===== src/rtl/trap_csr_pkg.sv =====
package trap_csr_pkg;

    localparam int CSR_AW  = 12;
    localparam int NUM_CSR = 5;

    // index of each register in the decode and read vectors
    localparam int IDX_STATUS = 0;
    localparam int IDX_TVEC   = 1;
    localparam int IDX_EPC    = 2;
    localparam int IDX_CAUSE  = 3;
    localparam int IDX_TVAL   = 4;

    localparam logic [CSR_AW-1:0] CSR_ADDRS [NUM_CSR] =
        '{12'h100, 12'h105, 12'h141, 12'h142, 12'h143};

    // status word bit positions
    localparam int SIE_B  = 1;
    localparam int MIE_B  = 3;
    localparam int SPIE_B = 5;
    localparam int UBE_B  = 6;
    localparam int MPIE_B = 7;
    localparam int SPP_B  = 8;
    localparam int MPP_LO = 11;

    typedef struct packed {
        logic       sie;
        logic       mie;
        logic       spie;
        logic       mpie;
        logic       spp;
        logic [1:0] mpp;
    } stat_t;

endpackage


===== src/rtl/trap_status_next.sv =====
module trap_status_next
    import trap_csr_pkg::*;
#(
    parameter int XLEN = 32
) (
    input  stat_t            cur,
    input  logic             cur_priv,
    input  logic             take_trap,
    input  logic             take_ret,
    input  logic             wr_en,
    input  stat_t            wr_val,
    output stat_t            nxt,
    output logic             nxt_priv,
    output logic [XLEN-1:0]  rd_word
);

    always_comb begin
        nxt      = cur;
        nxt_priv = cur_priv;
        if (take_trap) begin
            // both fields derive from the pre-trap value
            nxt.spie = cur.sie;
            nxt.sie  = 1'b0;
            nxt.spp  = 1'b1;
            nxt_priv = 1'b1;
        end else if (take_ret) begin
            nxt.sie  = cur.spie;
            nxt.spie = 1'b1;
            nxt.spp  = 1'b0;
            nxt_priv = cur.spp;
        end else if (wr_en) begin
            nxt = wr_val;
        end
    end

    always_comb begin
        rd_word               = '0;
        rd_word[SIE_B]        = cur.sie;
        rd_word[MIE_B]        = cur.mie;
        rd_word[SPIE_B]       = cur.spie;
        rd_word[MPIE_B]       = cur.mpie;
        rd_word[SPP_B]        = cur.spp;
        rd_word[MPP_LO +: 2]  = cur.mpp;
    end

endmodule


===== src/rtl/trap_csr_decode.sv =====
module trap_csr_decode
    import trap_csr_pkg::*;
(
    input  logic [CSR_AW-1:0]  addr,
    output logic [NUM_CSR-1:0] sel,
    output logic               hit
);

    for (genvar i = 0; i < NUM_CSR; i++) begin : g_cmp
        assign sel[i] = (addr == CSR_ADDRS[i]);
    end

    assign hit = |sel;

endmodule


===== src/rtl/trap_redirect_sel.sv =====
module trap_redirect_sel #(
    parameter int XLEN = 32
) (
    input  logic            take_trap,
    input  logic            take_ret,
    input  logic [XLEN-3:0] tvec_base,
    input  logic [XLEN-3:0] epc_base,
    output logic            valid,
    output logic [XLEN-1:0] target
);

    always_comb begin
        valid  = take_trap | take_ret;
        target = '0;
        if (take_trap)
            target = {tvec_base, 2'b00};
        else if (take_ret)
            target = {epc_base, 2'b00};
    end

endmodule


===== src/rtl/trap_csr_unit.sv =====
module trap_csr_unit
    import trap_csr_pkg::*;
#(
    parameter int XLEN = 32
) (
    input  logic               clk,
    input  logic               rst_n,
    input  logic               exc_valid,
    input  logic [XLEN-1:0]    exc_cause,
    input  logic [XLEN-1:0]    exc_tval,
    input  logic [XLEN-1:0]    exc_pc,
    input  logic               sret_valid,
    input  logic               csr_we,
    input  logic [CSR_AW-1:0]  csr_addr,
    input  logic [XLEN-1:0]    csr_wdata,
    output logic [XLEN-1:0]    csr_rdata,
    output logic               redir_valid,
    output logic [XLEN-1:0]    redir_pc,
    output logic               priv_s
);

    localparam logic [XLEN-1:0] CAUSE_KEEP = {1'b0, {(XLEN-1){1'b1}}};

    typedef struct packed {
        stat_t           st;
        logic            priv;
        logic [XLEN-1:0] tvec;
        logic [XLEN-1:0] epc;
        logic [XLEN-1:0] cause;
        logic [XLEN-1:0] tval;
        logic            rv;
        logic [XLEN-1:0] rpc;
    } regs_t;

    regs_t r_d, r_q;

    logic               take_trap, take_ret, wr_ok;
    logic [NUM_CSR-1:0] sel;
    logic               hit;
    stat_t              st_wr, st_nxt;
    logic               priv_nxt;
    logic [XLEN-1:0]    st_word;
    logic               rv_nxt;
    logic [XLEN-1:0]    rpc_nxt;
    logic [XLEN-1:0]    rd_words [NUM_CSR];

    assign take_trap = exc_valid;
    assign take_ret  = sret_valid & ~exc_valid;
    assign wr_ok     = csr_we & ~exc_valid & ~sret_valid;

    always_comb begin
        st_wr.sie  = csr_wdata[SIE_B];
        st_wr.mie  = csr_wdata[MIE_B];
        st_wr.spie = csr_wdata[SPIE_B];
        st_wr.mpie = csr_wdata[MPIE_B];
        st_wr.spp  = csr_wdata[SPP_B];
        st_wr.mpp  = csr_wdata[MPP_LO +: 2];
    end

    trap_csr_decode u_dec (
        .addr (csr_addr),
        .sel  (sel),
        .hit  (hit)
    );

    trap_status_next #(.XLEN(XLEN)) u_stat (
        .cur       (r_q.st),
        .cur_priv  (r_q.priv),
        .take_trap (take_trap),
        .take_ret  (take_ret),
        .wr_en     (wr_ok & sel[IDX_STATUS]),
        .wr_val    (st_wr),
        .nxt       (st_nxt),
        .nxt_priv  (priv_nxt),
        .rd_word   (st_word)
    );

    trap_redirect_sel #(.XLEN(XLEN)) u_redir (
        .take_trap (take_trap),
        .take_ret  (take_ret),
        .tvec_base (r_q.tvec[XLEN-1:2]),
        .epc_base  (r_q.epc[XLEN-1:2]),
        .valid     (rv_nxt),
        .target    (rpc_nxt)
    );

    always_comb begin
        r_d      = r_q;
        r_d.st   = st_nxt;
        r_d.priv = priv_nxt;
        r_d.rv   = rv_nxt;
        r_d.rpc  = rv_nxt ? rpc_nxt : r_q.rpc;
        if (take_trap) begin
            r_d.cause = exc_cause & CAUSE_KEEP;
            r_d.tval  = exc_tval;
            r_d.epc   = exc_pc;
        end else if (wr_ok) begin
            if (sel[IDX_TVEC])  r_d.tvec  = csr_wdata;
            if (sel[IDX_EPC])   r_d.epc   = csr_wdata;
            if (sel[IDX_CAUSE]) r_d.cause = csr_wdata;
            if (sel[IDX_TVAL])  r_d.tval  = csr_wdata;
        end
    end

    always_ff @(posedge clk) begin
        if (!rst_n) begin
            r_q      <= '0;
            r_q.priv <= 1'b1;
        end else begin
            r_q <= r_d;
        end
    end

    assign rd_words[IDX_STATUS] = st_word;
    assign rd_words[IDX_TVEC]   = r_q.tvec;
    assign rd_words[IDX_EPC]    = r_q.epc;
    assign rd_words[IDX_CAUSE]  = r_q.cause;
    assign rd_words[IDX_TVAL]   = r_q.tval;

    always_comb begin
        csr_rdata = '0;
        for (int i = 0; i < NUM_CSR; i++)
            if (sel[i]) csr_rdata = csr_rdata | rd_words[i];
    end

    assign redir_valid = r_q.rv;
    assign redir_pc    = r_q.rpc;
    assign priv_s      = r_q.priv;

    // ---------------- assertions ----------------
    assert_ube_zero_R3: assert property (@(posedge clk) disable iff (!rst_n)
        (csr_addr == CSR_ADDRS[IDX_STATUS]) |-> !csr_rdata[UBE_B]);

    assert_unmapped_zero_R8: assert property (@(posedge clk) disable iff (!rst_n)
        !hit |-> (csr_rdata == '0));

    assert_trap_stack_R4: assert property (@(posedge clk) disable iff (!rst_n)
        exc_valid |=> (r_q.st.spie == $past(r_q.st.sie)) && !r_q.st.sie
                      && r_q.st.spp && priv_s);

    assert_trap_regs_R5: assert property (@(posedge clk) disable iff (!rst_n)
        exc_valid |=> !r_q.cause[XLEN-1] && (r_q.epc == $past(exc_pc))
                      && (r_q.tval == $past(exc_tval)));

    assert_trap_vector_R6: assert property (@(posedge clk) disable iff (!rst_n)
        exc_valid |=> redir_valid
                      && (redir_pc == {$past(r_q.tvec[XLEN-1:2]), 2'b00}));

    assert_return_R7: assert property (@(posedge clk) disable iff (!rst_n)
        (sret_valid && !exc_valid) |=> (r_q.st.sie == $past(r_q.st.spie))
                      && r_q.st.spie && !r_q.st.spp
                      && (priv_s == $past(r_q.st.spp)));

    assert_drop_write_R9: assert property (@(posedge clk) disable iff (!rst_n)
        (exc_valid && csr_we && (csr_addr == CSR_ADDRS[IDX_TVEC]))
            |=> $stable(r_q.tvec));

endmodule


===== config.mk =====
export PLATFORM = sky130hd
export DESIGN_NAME = trap_csr_unit
export DESIGN_NICKNAME = d
export VERILOG_FILES = /design/src/rtl/trap_csr_pkg.sv /design/src/rtl/trap_status_next.sv /design/src/rtl/trap_csr_decode.sv /design/src/rtl/trap_redirect_sel.sv /design/src/rtl/trap_csr_unit.sv
export SDC_FILE = /design/constraint.sdc
export NUM_CORES = 1
export LEC_CHECK = 0
export ABC_AREA = 1
export BUFFER_PORTS_ARGS = -buffer_cell sky130_fd_sc_hd__buf_2
export CAP_MARGIN = 20
export CORE_UTILIZATION = 40
export CTS_CLUSTER_SIZE = 25
export DETAILED_ROUTE_END_ITERATION = 10
export PLACE_DENSITY = 0.68
export SYNTH_ARGS = -nofsm -noshare
export SYNTH_HDL_FRONTEND = slang
export SYNTH_SLANG_ARGS = --single-unit

===== constraint.sdc =====
create_clock -name clk -period 3.1 [get_ports clk]
set_clock_uncertainty 0.15 [all_clocks]
set_input_delay 0.62 -clock clk [delete_from_list [all_inputs] [get_ports clk]]
set_output_delay 0.62 -clock clk [all_outputs]
set_load 0.02 [all_outputs]

==> results.tsv, run 1 <==
stage	metric	value	unit
detailed_routing	# DRC	0	
sta	setup TNS	0	ps
power	Power, Total	5.30	mW
finish	final cell count without fillers	2148	
setup_path	Critical Path RT	2330	ps
cts	TritonCTS Buffers	17	
detailed_routing	routed len/inst	16.6	um
worst_hold_path	worst hold path type	reg2reg	
detailed_routing	length of routed met3 wiring	3510	um
setup_path	Critical path buffers and inverters	4	
synth	Synth top area share	34.0	%
synth	Syn Area/Cell	5.82	um2
floorplanning	die area	25200	um2
cts	root buffer cell	clkbuf_16	
grt	largest net degree at the start of global routing	127	
run	maxcap violations	0	
cts	Post-CTS Setup Inserts	0	
synth	Syn Inst Count	1691	
grt	first-pass GRT wire length	54600	um
setup_path	Top cell by count, worst path	buf_2	
floorplanning	FP Rows	57	
setup_path	startpoint class of the critical path	input port	
cts	H-tree depth	4	
setup_path	crit path max fanout	22	
cts	TritonCTS clock tree	built	
finish	Final #Nets	1957	
setup_path	WP data arrival	2250	ps
placed_design	placed cell count	2117	
detailed_routing	via count	10800	
cts	Post-CTS Hold Fix Bufs	0	
power	VDD IR-drop max	0.349	mV
setup_path	CP Class	in2out	
finish	ant diodes	0	
floorplanning	Initial Util	40.6	%
status	status	finished, final reports clean	
sta	Worst slew margin	38.2	%
sta	Slew Limit Fails	0	
synth	Yosys top cell by area	dfxtp_1	
sta	min Tclk post-route	3020	ps
setup_path	CP Capture Type	output port	
synth	largest cells by area after synthesis	dfxtp_1 (34%), nand2_1 (21%), nand3_1 (11%)	
floorplanning	die width	159	um
sta	Hold Violations, Final	0	
finish	Fillers	2554	
synth	sequential area share after synthesis	34.0	%
synth	synthesized area	9840	um2
sta	Worst-Margin Slew	926	ps
cts	Worst-path clk slew	70	ps
setup_path	Crit path max-delay family	simple AND/OR/NAND/NOR gates	
power	Leakage	6.43	nW
cts	clock buffer depth	2	
setup_path	CP max-delay cell	nand3_1	
grt	Overflow after GRT	0	
setup_path	crit-path max cell delay	250	ps
finish	area grow syn2layout	17.3	%
finish	most common cell after layout, fill and taps aside	nand2_1	
sta	RSZ-0062 raised after global routing	no	
finish	most frequent cells in the layout	nand2_1 (544), nor2_1 (286), inv_1 (219)	
power	P per Cell Area	459	nW/um2
detailed_routing	First-pass DRT Iterations	5	
detailed_routing	Post-Route WL	35600	um
sta	Fmax	331	MHz
floorplanning	Ports	211	
sta	setup violators final	0	
detailed_routing	Iter 0 DRT Violations	1122	
grt	vias in the first global route	9533	
finish	layout cells sized above 1	15.8	%
floorplanning	Die Y	159	um
grt	GR Util All Layers	28.0	%
synth	synth warn	0	
setup_path	crit-path cells	buf_2 > nor2_1 > nand3_1 > nor2_4 > nand2_2 > inv_2 > buf_12 > nand2_1 > nand4_1 > buf_2	
detailed_routing	met2 WL	14400	um
placed_design	GPL Wtd Cong	0.945	
placed_design	dpl hpwl	24700	um
grt	initial antenna violation count	0	
synth	Yosys reg bits	167	
detailed_routing	metal1 wirelength	17000	um
cts	Clock Sinks	167	
floorplanning	core footprint	24200	um2
detailed_routing	top layer in use	met4	
synth	library cells used by synthesis	32	
placed_design	number of port buffers	207	
detailed_routing	antenna viol nets, final	0	
cts	Clock Latency Late Sink	430	ps
detailed_routing	Via density	5.01	
sta	Final period util	97.6	%
[through the flow]
step,util [%],instance area [um2],hold slack (ps),setup slack [ps]
after floorplan,-,9850,287,568
after global placement,45.1,10900,300,118
after detailed placement,45.1,10900,305,84.0
after CTS,47.6,11500,317,85.7
after global routing,47.6,11500,340,2.37
final,47.6,11500,318,75.2
[cell type report]
cell class / instances / area, um2 / area share, %
multi-input combinational: 1162 / 4940 / 42.8
clock buffer: 18 / 439 / 3.80
sequential: 167 / 3340 / 29.0
inverter: 225 / 847 / 7.34
clock inverter: 13 / 171 / 1.48
timing repair buffer: 239 / 1400 / 12.1
tap: 324 / 405 / 3.51
[report_power, final]
part	leakage, nW	switching (mW)	internal (mW)	total (mW)
Combinational	4.77	0.469	0.251	0.720
Sequential	1.37	0.0827	2.26	2.34
Clock	0.282	0.945	1.29	2.24
[final timing paths]
check | startpoint | endpoint | slack (ps) | cells past startpoint
max | csr_addr[5] | csr_rdata[20] | 80 | 10
min | r_q[167] | r_q[167] | 320 | 2
max reg2reg | r_q[141] | redir_pc[12] | 2100 | 4
min reg2reg | r_q[167] | r_q[167] | 320 | 2
[worst min-delay path: cells and delay by family (launching register included)]
| kind | cells | cell delay [ps] |
|---|---|---|
| flip-flops | 1 | 310 |
| AND/OR/NAND/NOR | 1 | 60 |
| AO/OA/AOI/OAI | 1 | 50 |
[cell usage after synthesis, drive strengths merged]
cell	count
a21oi	8
and2	1
buf	98
clkbuf	40
conb	1
dfxtp	167
inv	225
nand2	548
nand3	219
nand3b	1
nand4	30
nor2	291
nor3	1
nor3b	1
o211ai	17
o21a	1
o21ai	37
o21bai	1
o221ai	2
o22ai	2
[state kept, by name, indices dropped and copies added (netlist names)]
register / cells
r_q: 135
redir_valid: 1
priv_s: 1
redir_pc: 30
[cell families after synthesis]
group	count (synthesis)	synth area share [%]
and+or+nand+nor	1092	45.8
buffers and inverters	363	16.1
DFF	167	34.0
AOI/OAI and AO/OA	68	4.08
other	1	0.0381
[routing by layer]
layer / up-vias / GRT usage, %
met1: 4804 / 42.6
li1: 5363 / -
met3: 50 / 5.15
met4: 0 / 8.00
met5: - / 0
met2: 543 / 39.4
[what timing repair did]
item                       in CTS  in global routing
hold endpoints to repair        0                  0
gates resized for setup         0                  1
setup endpoints to repair       0                  1
Note: power is estimated with default switching activity, not from simulation.
==> run 2: changes to the inputs <==
- SYNTH_HIERARCHICAL: default -> 1
==> results.tsv, run 2 <==
stage	metric	value	unit
status	status	finished, final reports clean	
floorplanning	Ports	211	
grt	first-pass GRT wire length	49700	um
cts	H-tree depth	4	
synth	synthesized area	9650	um2
grt	GR Util All Layers	26.2	%
floorplanning	Initial Util	41.0	%
sta	RSZ-0062 raised after global routing	no	
sta	Worst-Margin Slew	699	ps
grt	initial antenna violation count	1	
detailed_routing	via count	10400	
sta	setup TNS	0	ps
power	P per Cell Area	445	nW/um2
finish	area grow syn2layout	15.7	%
setup_path	CP max-delay cell	buf_12	
cts	Clock Latency Late Sink	420	ps
finish	Design Area, Final	11200	um2
placed_design	dpl hpwl	21400	um
power	VDD IR-drop max	0.274	mV
detailed_routing	First-pass DRT Iterations	5	
power	Clock Power Share	40.7	%
sta	final hold slack	318	ps
finish	most frequent cells in the layout	nand2_1 (507), nor2_1 (324), buf_2 (208)	
sta	Worst slew margin	53.3	%
setup_path	Critical Path RT	2330	ps
detailed_routing	# DRC	0	
finish	most common cell after layout, fill and taps aside	nand2_1	
detailed_routing	Iter 0 DRT Violations	879	
power	Psw	1.41	mW
cts	TritonCTS Buffers	17	
power	Leakage	5.42	nW
placed_design	GPL Wtd Cong	0.895	
worst_hold_path	worst hold path type	reg2reg	
cts	TritonCTS clock tree	built	
finish	layout cells sized above 1	17.5	%
sta	Slew Limit Fails	0	
sta	Fmax	352	MHz
cts	post-CTS sizing	0	
cts	root buffer cell	clkbuf_16	
sta	min Tclk post-route	2840	ps
placed_design	Area after DPL	10600	um2
setup_path	WP data arrival	2070	ps
setup_path	CP Capture Type	output port	
floorplanning	die area	24700	um2
cts	clock buffer depth	2	
detailed_routing	routed len/inst	15.8	um
setup_path	CP Class	in2out	
sta	setup violators final	0	
setup_path	startpoint class of the critical path	input port	
cts	Clock Sinks	169	
power	switching share of power	28.4	%
placed_design	number of port buffers	209	
power	P_int	3.55	mW
detailed_routing	antenna viol nets, final	0	
power	Logic pwr share	12.5	%
grt	Overflow after GRT	0	
detailed_routing	Post-Route WL	32400	um
finish	max reg flops	135	
power	Seq pwr share	46.8	%
setup_path	crit-path max cell delay	220	ps
cts	Post-CTS Hold Fix Bufs	0	
synth	Syn Area/Cell	6.03	um2
cts	Worst-path clk slew	60	ps
run	maxcap violations	0	
detailed_routing	Via density	5.07	
setup_path	crit-path cells	buf_2 > inv_1 > nand2_2 > nor2_4 > nand4_1 > nor2_4 > buf_12 > nand2_1 > nand2_1 > a21oi_1 > nand3_1 > buf_2	
grt	vias in the first global route	9412	
floorplanning	Die Y	157	um
synth	Syn Inst Count	1599	
floorplanning	core footprint	23500	um2
grt	largest net degree at the start of global routing	66	
finish	Final #Nets	1855	
sta	Final period util	91.7	%
floorplanning	FP Rows	56	
finish	Largest Register	r_q	
synth	synth warn	6	
cts	Post-CTS Setup Inserts	0	
setup_path	crit path max fanout	33	
sta	Hold Violations, Final	0	
floorplanning	die width	157	um
-- run 2: cell type report --
cell class	count	area, um2
diodes	1	2.50
clock buffers	20	457
clock inverters	12	92.6
fillers	2540	12400
inverters	66	255
multi-input cells	1210	5130
flip-flops and latches	169	3380
well taps	319	399
repair buffers	246	1440
-- run 2: critical path: cells and delay by family --
| kind | cells | cell delay (ps) |
|---|---|---|
| AND/OR/NAND/NOR | 7 | 850 |
| buffers and inverters | 4 | 550 |
| AO/OA/AOI/OAI | 1 | 40 |
-- run 2: per-layer routing --
layer	GRT usage, %	vias up	part of all wire, %
met5	0	-	0
met4	8.97	0	1.8
met3	3.28	46	6.9
met2	45.3	424	48
met1	33.4	4722	43
li1	-	5163	-
-- run 2: path summary, 6_finish.rpt --
kind	startpoint	to	slack, ps	cells after the start
setup / recovery	csr_addr[9]	csr_rdata[1]	260	12
hold / removal	r_q[93]	r_q[93]	320	2
setup reg to reg	r_q[121]	redir_pc[24]	2070	4
hold reg to reg	r_q[93]	r_q[93]	320	2
-- run 2: stage by stage --
step                      utilization, %  cells  total power [mW]  setup WS (ps)
after CTS                           47.4   2042              4.99            269
final                               47.4   2043              4.96            259
after global placement              45.0   2010              2.97            281
after detailed placement            45.0   2010              2.98            271
after floorplan                        -   1624              2.78            462
after global routing                47.4   2042              5.16            107
-- run 2: power groups by stage --
stage               registers (mW)  logic, mW  clock network [mW]
floorplan                     2.36      0.422                   0
global placement              2.37      0.604                   0
detailed placement            2.37      0.612                   0
CTS                           2.32      0.614                2.05
global route                  2.33      0.684                2.15
finish                        2.32      0.618                2.02
==> run 3: changes to the inputs <==
- ABC_AREA: 1 -> default
- PLACE_DENSITY: 0.68 -> 0.69
==> results.tsv, run 3 <==
stage	metric	value	unit
detailed_routing	routed len/inst	18.7	um
detailed_routing	via count	7917	
finish	Final #Nets	1265	
setup_path	startpoint class of the critical path	input port	
setup_path	Register-to-Register Path Depth	3	
finish	most common cell after layout, fill and taps aside	buf_2	
detailed_routing	Iter 0 DRT Violations	802	
synth	synth warn	6	
synth	synthesized area	8560	um2
cts	Clock Latency Late Sink	420	ps
setup_path	CP Class	in2out	
worst_hold_path	Worst Hold Path EP	r_q[43]	
grt	vias in the first global route	7398	
sta	min Tclk post-route	2990	ps
worst_hold_path	Hold Crit Depth	3	
power	Clock Power Share	43.0	%
cts	TritonCTS clock tree	built	
finish	Fillers	2060	
sta	Worst-Margin Slew	1070	ps
sta	setup TNS	0	ps
finish	Largest Register	r_q	
floorplanning	Ports	211	
detailed_routing	Via density	5.62	
setup_path	worst reg2reg path endpoint	priv_s	
grt	GR Util All Layers	24.0	%
floorplanning	die area	22000	um2
cts	H-tree depth	4	
detailed_routing	# DRC	0	
finish	area grow syn2layout	16.2	%
cts	Post-CTS Hold Fix Bufs	0	
floorplanning	core footprint	21000	um2
floorplanning	Initial Util	40.7	%
grt	first-pass GRT wire length	41000	um
setup_path	crit-path max cell delay	330	ps
worst_hold_path	hold_sp	exc_tval[10]	
sta	Fmax	335	MHz
detailed_routing	First-pass DRT Iterations	6	
cts	clock buffer depth	2	
setup_path	CP max-delay cell	nor4b_4	
sta	Slew Limit Fails	0	
setup_path	Critical Path RT	2330	ps
setup_path	crit-path cells	buf_2 > nor4b_4 > nand2_1 > nor4b_4 > buf_6 > a222oi_1 > nand2_1 > buf_2	
power	Leakage	4.47	nW
sta	Hold Violations, Final	0	
power	P per Cell Area	489	nW/um2
placed_design	number of port buffers	209	
setup_path	Crit path max-delay family	simple AND/OR/NAND/NOR gates	
grt	Overflow after GRT	0	
power	Psw	1.25	mW
finish	most frequent cells in the layout	buf_2 (207), dfxtp_1 (169), nand2_1 (135)	
cts	Worst-path clk slew	60	ps
power	VDD IR-drop max	0.317	mV
detailed_routing	Post-Route WL	26400	um
placed_design	GPL Wtd Cong	0.793	
finish	storage element area	3380	um2
power	P_int	3.61	mW
setup_path	crit path max fanout	16	
status	status	finished, final reports clean	
cts	TritonCTS Buffers	17	
finish	layout cells sized above 1	26.3	%
sta	RSZ-0062 raised after global routing	no	
sta	final hold slack	301	ps
power	switching share of power	25.7	%
sta	setup violators final	0	
grt	largest net degree at the start of global routing	92	
floorplanning	die width	148	um
finish	max reg flops	135	
synth	Syn Inst Count	997	
synth	Syn Area/Cell	8.59	um2
finish	area of the multi-input gates	4230	um2
floorplanning	FP Rows	53	
worst_hold_path	worst hold path type	in2reg	
cts	Clock Sinks	169	
run	maxcap violations	0	
sta	Final period util	96.4	%
power	Seq pwr share	47.7	%
setup_path	WP data arrival	2220	ps
cts	root buffer cell	clkbuf_16	
finish	utilization of the core after routing	47.3	%
grt	initial antenna violation count	2	
setup_path	Critical path buffers and inverters	3	
setup_path	Reg2Reg Setup Slack	2010	ps
detailed_routing	antenna viol nets, final	0	
placed_design	dpl hpwl	17000	um
floorplanning	Die Y	148	um
power	Logic pwr share	9.3	%
setup_path	CP Capture Type	output port	
setup_path	reg-to-reg startpoint	priv_s	
sta	Worst slew margin	28.4	%
-- run 3: layout make-up --
type                            count  share of cell area (%)
Multi-Input combinational cell    688                    42.6
Clock inverter                     12                    1.17
Clock buffer                       20                    4.59
Inverter                            2                  0.0755
Antenna cell                        1                  0.0252
Timing Repair Buffer              242                    14.1
Tap cell                          275                    3.46
Sequential cell                   169                    34.0
-- run 3: worst max-delay path by stage --
stage           startpoint            end  slack [ps]  depth (start not counted)
6_report       csr_addr[5]  csr_rdata[12]         110                          8
5_1_grt        csr_addr[9]  csr_rdata[12]          30                          8
4_1_cts        csr_addr[9]  csr_rdata[12]          70                          8
3_5_place_dp   csr_addr[9]  csr_rdata[12]          70                          8
3_3_place_gp   csr_addr[9]  csr_rdata[12]         120                          8
2_1_floorplan  csr_addr[5]       r_q[162]         110                          9
-- run 3: stage by stage --
step	instances	worst slack, ps	area (um2)	total power [mW]
CTS	1408	66.3	9930	4.89
global placement	1376	118	9360	2.81
floorplan	1022	110	8650	2.65
finish	1409	113	9940	4.86
detailed placement	1376	65.9	9360	2.81
global route	1409	31.9	9940	5.05
-- run 3: worst reg2reg max path, delay by kind of cell (launching register included) --
kind / cells / cell delay, ps
AND/OR/NAND/NOR: 2 / 250
AO/OA/AOI/OAI: 1 / 260
flip-flops: 1 / 310
-- run 3: per-layer routing --
| layer | track usage, % | up-vias | share of wire [%] |
|---|---|---|---|
| met2 | 38.6 | 388 | 46 |
| met4 | 7.99 | 0 | 1.6 |
| met1 | 32.4 | 3721 | 44 |
| met3 | 4.36 | 28 | 8.5 |
| li1 | - | 3780 | - |
| met5 | 0 | - | 0 |
-- run 3: what timing repair did --
action                                  4_1_cts  5_1_grt
buffers inserted                              0        0
gates resized for setup                       0        2
endpoints found under the setup margin        0       24
endpoints found under the hold margin         0        0
-- run 3: power groups by stage --
stage	registers, mW	clock network (mW)	logic (mW)
floorplan	2.35	0	0.301
global placement	2.36	0	0.444
detailed placement	2.36	0	0.450
CTS	2.32	2.13	0.452
global route	2.33	2.22	0.502
finish	2.32	2.09	0.453
